## config.mk

```make
export PLATFORM = sky130hd
export DESIGN_NAME = mac_tbl_ctrl
export DESIGN_NICKNAME = d
export VERILOG_FILES = /design/src/rtl/mac_tbl_pkg.sv /design/src/rtl/mac_tbl_store.sv /design/src/rtl/mac_tbl_scan.sv /design/src/rtl/mac_tbl_ctrl.sv
export SDC_FILE = /design/constraint.sdc
export NUM_CORES = 2
export LEC_CHECK = 0
export BUFFER_PORTS_ARGS = -buffer_cell sky130_fd_sc_hd__clkbuf_2
export CAP_MARGIN = 20
export CORE_ASPECT_RATIO = 1.2
export CORE_MARGIN = 2
export CORE_UTILIZATION = 45
export CTS_CLUSTER_SIZE = 10
export DETAILED_ROUTE_END_ITERATION = 6
export PLACE_DENSITY_LB_ADDON = 0.05
export SLEW_MARGIN = 20
export SYNTH_ARGS = -nofsm -noshare
export SYNTH_HDL_FRONTEND = slang
export SYNTH_HIERARCHICAL = 1
export SYNTH_SLANG_ARGS = --single-unit
```

## constraint.sdc

```tcl
create_clock -name clk -period 50.9 [get_ports clk]
set_clock_uncertainty 0.15 [all_clocks]
set_input_delay 10.18 -clock clk [delete_from_list [all_inputs] [get_ports clk]]
set_output_delay 10.18 -clock clk [all_outputs]
set_load 0.02 [all_outputs]
```

## src/rtl/mac_tbl_pkg.sv

```systemverilog
package mac_tbl_pkg;
  localparam int MAC_W  = 48;
  localparam int VID_W  = 12;
  localparam int PORT_W = 7;
  localparam int PRI_W  = 3;
  localparam int STAT_W = 4;

  typedef struct packed {
    logic [MAC_W-1:0]  mac;
    logic [VID_W-1:0]  vid;
    logic [PORT_W-1:0] ports;
    logic [PRI_W-1:0]  prio;
    logic [STAT_W-1:0] stat;
  } tbl_ent_t;

  localparam logic [3:0] CMD_NOP   = 4'd0;
  localparam logic [3:0] CMD_FLUSH = 4'd1;
  localparam logic [3:0] CMD_LOAD  = 4'd2;
  localparam logic [3:0] CMD_NEXT  = 4'd6;
  localparam logic [3:0] CMD_FIND  = 4'd7;

  localparam logic [1:0] RIX_A  = 2'd0;
  localparam logic [1:0] RIX_B  = 2'd1;
  localparam logic [1:0] RIX_C  = 2'd2;
  localparam logic [1:0] RIX_FN = 2'd3;

  typedef enum logic [1:0] {ST_IDLE, ST_RUN, ST_SWEEP} ctl_st_e;
endpackage

```

## src/rtl/mac_tbl_store.sv

```systemverilog
module mac_tbl_store
  import mac_tbl_pkg::*;
#(
  parameter int DEPTH = 16,
  localparam int IDX_W = $clog2(DEPTH)
) (
  input  logic                  clk,
  input  logic                  rst_n,
  input  logic                  wr_en,
  input  logic [IDX_W-1:0]      wr_idx,
  input  tbl_ent_t              wr_ent,
  input  logic                  clr_en,
  input  logic [IDX_W-1:0]      clr_idx,
  output tbl_ent_t [DEPTH-1:0]  ents
);
  for (genvar g = 0; g < DEPTH; g++) begin : g_slot
    tbl_ent_t slot_q;
    logic     hit_wr;
    logic     hit_clr;

    assign hit_wr  = wr_en  && (wr_idx  == IDX_W'(g));
    assign hit_clr = clr_en && (clr_idx == IDX_W'(g));

    always_ff @(posedge clk or negedge rst_n) begin
      if (!rst_n) begin
        slot_q <= '0;
      end else if (hit_wr) begin
        slot_q <= wr_ent;
      end else if (hit_clr) begin
        slot_q.stat <= '0;
      end
    end

    assign ents[g] = slot_q;
  end
endmodule

```

## src/rtl/mac_tbl_scan.sv

```systemverilog
module mac_tbl_scan
  import mac_tbl_pkg::*;
#(
  parameter int DEPTH = 16,
  localparam int IDX_W = $clog2(DEPTH)
) (
  input  tbl_ent_t [DEPTH-1:0]  ents,
  input  logic [MAC_W-1:0]      key_mac,
  input  logic [VID_W-1:0]      key_vid,
  input  logic                  from_start,
  output logic                  match_hit,
  output logic [IDX_W-1:0]      match_idx,
  output logic                  free_hit,
  output logic [IDX_W-1:0]      free_idx,
  output logic                  next_hit,
  output logic [IDX_W-1:0]      next_idx
);
  logic [DEPTH-1:0] live;
  logic [DEPTH-1:0] same;

  for (genvar g = 0; g < DEPTH; g++) begin : g_cmp
    assign live[g] = (ents[g].stat != '0);
    assign same[g] = live[g] && (ents[g].mac == key_mac) && (ents[g].vid == key_vid);
  end

  // Lowest index wins: walk downward so the last assignment is the smallest.
  always_comb begin
    match_hit = 1'b0;
    match_idx = '0;
    free_hit  = 1'b0;
    free_idx  = '0;
    for (int i = DEPTH - 1; i >= 0; i--) begin
      if (same[i]) begin
        match_hit = 1'b1;
        match_idx = IDX_W'(i);
      end
      if (!live[i]) begin
        free_hit = 1'b1;
        free_idx = IDX_W'(i);
      end
    end
  end

  always_comb begin
    next_hit = 1'b0;
    next_idx = '0;
    for (int i = DEPTH - 1; i >= 0; i--) begin
      if (live[i] && (from_start || (match_hit && (IDX_W'(i) > match_idx)))) begin
        next_hit = 1'b1;
        next_idx = IDX_W'(i);
      end
    end
  end
endmodule

```

## src/rtl/mac_tbl_ctrl.sv

```systemverilog
module mac_tbl_ctrl
  import mac_tbl_pkg::*;
#(
  parameter int DEPTH = 16,
  localparam int IDX_W = $clog2(DEPTH)
) (
  input  logic        clk,
  input  logic        rst_n,
  input  logic        reg_wr,
  input  logic [1:0]  reg_waddr,
  input  logic [31:0] reg_wdata,
  input  logic [1:0]  reg_raddr,
  output logic [31:0] reg_rdata
);
  // Reset: asserted asynchronously, released through two flops.
  logic rst_meta_q;
  logic rst_ok_q;
  always_ff @(posedge clk or negedge rst_n) begin
    if (!rst_n) begin
      rst_meta_q <= 1'b0;
      rst_ok_q   <= 1'b0;
    end else begin
      rst_meta_q <= 1'b1;
      rst_ok_q   <= rst_meta_q;
    end
  end

  ctl_st_e    st_q, st_d;
  tbl_ent_t   cur_q, cur_d;
  logic       cur_ld;
  logic [3:0] op_q, op_d;
  logic [3:0] pnum_q, pnum_d;
  logic       fn_ld;
  logic       full_q, full_d;
  logic [IDX_W-1:0] sweep_q, sweep_d;

  tbl_ent_t [DEPTH-1:0] ents;
  logic             t_wr;
  logic [IDX_W-1:0] t_widx;
  logic             t_clr;
  logic             m_hit, f_hit, n_hit;
  logic [IDX_W-1:0] m_idx, f_idx, n_idx;
  logic             cur_zero;
  logic             busy;

  assign busy     = (st_q != ST_IDLE);
  assign cur_zero = (cur_q.mac == '0) && (cur_q.vid == '0);

  mac_tbl_store #(.DEPTH(DEPTH)) u_store (
    .clk     (clk),
    .rst_n   (rst_ok_q),
    .wr_en   (t_wr),
    .wr_idx  (t_widx),
    .wr_ent  (cur_q),
    .clr_en  (t_clr),
    .clr_idx (sweep_q),
    .ents    (ents)
  );

  mac_tbl_scan #(.DEPTH(DEPTH)) u_scan (
    .ents       (ents),
    .key_mac    (cur_q.mac),
    .key_vid    (cur_q.vid),
    .from_start (cur_zero),
    .match_hit  (m_hit),
    .match_idx  (m_idx),
    .free_hit   (f_hit),
    .free_idx   (f_idx),
    .next_hit   (n_hit),
    .next_idx   (n_idx)
  );

  // Next-state logic
  always_comb begin
    st_d    = st_q;
    cur_d   = cur_q;
    cur_ld  = 1'b0;
    op_d    = op_q;
    pnum_d  = pnum_q;
    fn_ld   = 1'b0;
    full_d  = full_q;
    sweep_d = sweep_q;
    t_wr    = 1'b0;
    t_widx  = '0;
    t_clr   = 1'b0;
    unique case (st_q)
      ST_IDLE: begin
        if (reg_wr) begin
          unique case (reg_waddr)
            RIX_A: begin
              cur_d.mac[47:16] = reg_wdata;
              cur_ld = 1'b1;
            end
            RIX_B: begin
              cur_d.mac[15:8] = reg_wdata[7:0];
              cur_d.mac[7:0]  = reg_wdata[15:8];
              cur_d.ports     = reg_wdata[22:16];
              cur_d.prio      = reg_wdata[26:24];
              cur_ld = 1'b1;
            end
            RIX_C: begin
              cur_d.stat = reg_wdata[3:0];
              cur_d.vid  = reg_wdata[19:8];
              cur_ld = 1'b1;
            end
            default: begin
              op_d   = reg_wdata[3:0];
              pnum_d = reg_wdata[11:8];
              fn_ld  = 1'b1;
              if (reg_wdata[31]) begin
                full_d  = 1'b0;
                sweep_d = '0;
                st_d    = (reg_wdata[3:0] == CMD_FLUSH) ? ST_SWEEP : ST_RUN;
              end
            end
          endcase
        end
      end
      ST_RUN: begin
        st_d = ST_IDLE;
        unique case (op_q)
          CMD_LOAD: begin
            if (m_hit) begin
              t_wr   = 1'b1;
              t_widx = m_idx;
            end else if (f_hit) begin
              t_wr   = 1'b1;
              t_widx = f_idx;
            end else begin
              full_d = 1'b1;
            end
          end
          CMD_FIND: begin
            cur_d  = m_hit ? ents[m_idx] : '0;
            cur_ld = 1'b1;
          end
          CMD_NEXT: begin
            cur_d  = n_hit ? ents[n_idx] : '0;
            cur_ld = 1'b1;
          end
          default: ;
        endcase
      end
      ST_SWEEP: begin
        t_clr = 1'b1;
        if (sweep_q == IDX_W'(DEPTH - 1)) begin
          st_d = ST_IDLE;
        end else begin
          sweep_d = sweep_q + 1'b1;
        end
      end
      default: st_d = ST_IDLE;
    endcase
  end

  // Registers
  always_ff @(posedge clk or negedge rst_ok_q) begin
    if (!rst_ok_q) begin
      st_q    <= ST_IDLE;
      full_q  <= 1'b0;
      sweep_q <= '0;
    end else begin
      st_q    <= st_d;
      full_q  <= full_d;
      sweep_q <= sweep_d;
    end
  end

  always_ff @(posedge clk or negedge rst_ok_q) begin
    if (!rst_ok_q) begin
      cur_q <= '0;
    end else if (cur_ld) begin
      cur_q <= cur_d;
    end
  end

  always_ff @(posedge clk or negedge rst_ok_q) begin
    if (!rst_ok_q) begin
      op_q   <= '0;
      pnum_q <= '0;
    end else if (fn_ld) begin
      op_q   <= op_d;
      pnum_q <= pnum_d;
    end
  end

  // Read mux
  always_comb begin
    unique case (reg_raddr)
      RIX_A:   reg_rdata = cur_q.mac[47:16];
      RIX_B:   reg_rdata = {5'b0, cur_q.prio, 1'b0, cur_q.ports, cur_q.mac[7:0], cur_q.mac[15:8]};
      RIX_C:   reg_rdata = {12'b0, cur_q.vid, 4'b0, cur_q.stat};
      default: reg_rdata = {busy, 18'b0, full_q, pnum_q, 4'b0, op_q};
    endcase
  end
endmodule

```

==> run metrics <==
Post-Syn Area per Cell=12.45 µm²; vias in the first global route=63.86k; kind of end point of the critical path=output port; cell at the slowest stage of the critical path=sky130_fd_sc_hd__mux4_2; most numerous cell in the Yosys netlist=sky130_fd_sc_hd__dfrtp_1; highest net fanout along the worst path=33; count of flip-flops with a built-in enable after synthesis=0; CTS sink count=1275; number of antenna violations at the first check in global routing=50; Post-Syn Instances=6710; count of pins on the block boundary=71; static leakage=37.06 nW; sequential-to-total area share from yosys stat=0.3819; Final Instance Area=91110 µm²; DIE HEIGHT=476.0 µm; share of cells above drive strength 1=0.3510; worst-case vdd ir drop=0.04091 mV; transition time at the pin with the least slew margin=1394 ps; nets@finish=6625; max-slew violations=0; number of detailed-routing iterations run before antenna repair=6; average detailed-routed wire length per instance=50.33 µm; TritonCTS clock tree=yes; root buf cell=sky130_fd_sc_hd__clkbuf_16; pin count of the biggest net entering global routing=97; overall overflow remaining after global route=0; number of distinct library cells after synthesis=98; setup repair after global routing missed its margin=false; Die Area=189100 µm²; clock transition at the register clock pins on the worst setup and hold paths after CTS=50 ps; clock insertion delay at the later pin of the skew report=870 ps; Hold/Removal Path Class=register to register; share of the core filled with cells=0.4929; Synth warnings=6; critical path class=primary input to output port; vias after detailed routing=67.32k; core footprint=184900 µm²; effective utilization at floorplan=0.4520; detailed-route DRC error count=0; drt first-iter violations=9496; count of buffers from port buffering=70; share of flip-flops with an asynchronous set or reset after synthesis=1.000; number of instances resized during post-cts repair=0; largest area contributor in the synthesized netlist=sky130_fd_sc_hd__dfrtp_1; number of nets produced by synthesis=6750; netlist area before placement=83550 µm²; area share of the leading cell type in the synthesized netlist=0.3819; final period utilization=0.4358; fmax=45.08 MHz; shortest clock period the worst path allows after layout=22180 ps; Hold-fix buffers, CTS=0; number of buffers added for setup after CTS=0; Setup WS post-layout=28720 ps; data arrival time of the critical path=11850 ps; Post-Place Setup Slack=28800 ps; total detailed-routing wirelength=460.9 mm; list of most frequent post-synthesis cells=1275 x sky130_fd_sc_hd__dfrtp_1, 1103 x sky130_fd_sc_hd__mux2_2, 573 x sky130_fd_sc_hd__xnor2_1; max-cap check violation count=0; top area cells in the synthesized netlist=sky130_fd_sc_hd__dfrtp_1 38%, sky130_fd_sc_hd__mux2_2 15%, sky130_fd_sc_hd__mux4_2 13%; most used flip-flop cell after synthesis=sky130_fd_sc_hd__dfrtp_1; Slowest Stage Delay on Critical Path=780 ps; register bit total from synthesis=1275; worst hold margin=191.6 ps; final setup TNS=0 ps; Via-to-Cell Ratio=7.351; die extent in x=397.3 µm; P&R area growth vs syn=9.047%; total half-perimeter wirelength after legalization and detailed placement=351.6 mm; overall fraction of global-route tracks in use=0.4813; CP cell instances=clkbuf_2 -> buf_4 -> mux4_2 -> clkbuf_2; Final Setup Violations=0; Pwr per Cell Area=34.95 nW/µm²; first-pass GRT wire length=606.4 mm; remaining antenna violation count=0; count of filler cells inserted in the layout=16.51k; Final Hold Vio Count=0; number of buffers on the longest clock path=3; most frequent CP cell=sky130_fd_sc_hd__clkbuf_2; RD Place Congestion=1.084; placed instance area=86080 µm²; startpoint type of the worst setup path=primary input; CTS Buf Count=156; H-tree levels=4; number of rows created at floorplan=173; Slew headroom=0.06765; outcome=finished clean; data required time of the worst path=40570 ps
==> registers in the layout, summed over array words and instances, names as in the netlist <==
signal,cells
rst_meta_q,1
cur_q,74
u_store/ents,1184
full_q,1
rst_ok_q,1
st_q,2
pnum_q,4
sweep_q,4
op_q,4
==> metal layers <==
layer,GRT usage,part of all wire,vias to the layer above
met5,0,0.00066,-
met3,0.1769,0.12,1187
met4,0.3497,0.091,28
li1,-,-,25512
met1,0.6095,0.38,35704
met2,0.6731,0.41,4885
==> through the flow <==
step,std cells,total power [mW]
2_1_floorplan,6710,1.520
3_3_place_gp,8875,2.027
3_5_place_dp,8876,2.020
4_1_cts,9122,3.120
5_1_grt,9124,3.206
6_report,9157,3.184
==> power by group <==
group | total, mW | internal, mW | switching [mW]
registers | 1.12 | 1.04 | 0.0735
clock network | 1.10 | 0.620 | 0.485
logic | 0.963 | 0.218 | 0.745
==> worst paths after layout <==
check	depth (start not counted)	slack (ps)	from	end
min in group asynchronous	0	270	rst_ok_q	u_store/ents[1057]
worst min register to register	0	190	rst_meta_q	rst_ok_q
max in group asynchronous	1	41530	rst_n	rst_ok_q
worst min-delay path	0	190	rst_meta_q	rst_ok_q
worst max-delay path	4	28720	reg_raddr[0]	reg_rdata[10]
worst max register to register	20	40930	cur_q[37]	cur_q[42]
==> layout by cell type, fill, tap and decap left out, types with 17 or more instances in the layout <==
cell type	Yosys	final
sky130_fd_sc_hd__mux2_4	50	50
sky130_fd_sc_hd__clkbuf_8	0	17
sky130_fd_sc_hd__nor2_1	148	135
sky130_fd_sc_hd__nor3_1	45	44
sky130_fd_sc_hd__nor4_1	254	244
sky130_fd_sc_hd__clkbuf_16	0	156
sky130_fd_sc_hd__nand2_1	105	98
sky130_fd_sc_hd__mux2_2	1103	1103
sky130_fd_sc_hd__a31oi_1	56	56
sky130_fd_sc_hd__nand2b_1	67	66
sky130_fd_sc_hd__nor2b_1	53	46
sky130_fd_sc_hd__a22o_1	109	109
sky130_fd_sc_hd__or4_1	57	57
sky130_fd_sc_hd__clkbuf_2	0	70
sky130_fd_sc_hd__dfrtp_1	1275	1216
sky130_fd_sc_hd__xor2_1	385	378
sky130_fd_sc_hd__dfrtp_2	0	58
sky130_fd_sc_hd__nand4_1	283	283
sky130_fd_sc_hd__a221o_1	17	17
sky130_fd_sc_hd__clkbuf_1	218	45
sky130_fd_sc_hd__xnor2_1	573	568
sky130_fd_sc_hd__o21ai_0	75	74
sky130_fd_sc_hd__a22oi_1	146	146
sky130_fd_sc_hd__diode_2	0	34
sky130_fd_sc_hd__a221oi_2	25	25
sky130_fd_sc_hd__mux4_2	487	487
sky130_fd_sc_hd__buf_4	66	227
sky130_fd_sc_hd__o311ai_1	26	26
sky130_fd_sc_hd__nand3_1	61	61
sky130_fd_sc_hd__mux2i_1	329	329
sky130_fd_sc_hd__a211oi_1	37	37
sky130_fd_sc_hd__a21oi_1	66	63
sky130_fd_sc_hd__inv_1	26	26
==> cells by family after synthesis <==
kind of cell | Yosys count | share of synthesized area
xor+xnor | 958 | 0.1004
other cells | 1 | 0.00004488
flops | 1275 | 0.3819
mux | 1979 | 0.3297
fa+ha+maj | 1 | 0.0001497
simple gates | 1205 | 0.08581
compound gates | 678 | 0.06230
buf+inv | 613 | 0.03969
==> worst max-delay path, delay by kind of cell <==
kind,cells,cell delay [ps]
buffers and inverters,3,830
multiplexers,1,780
==> final cells by class <==
cell class	instances	area, µm²	share of cell area
multi-input cells	4822	48880	0.5365
flip-flops and latches	1275	31980	0.3510
repair buffers	304	2193	0.02407
inverters	26	97.59	0.001071
well taps	2450	3065	0.03365
clock buffers	218	4307	0.04727
clock inverters	28	496.7	0.005452
diodes	34	85.08	0.0009339
Note: power is estimated with default switching activity, not from simulation.
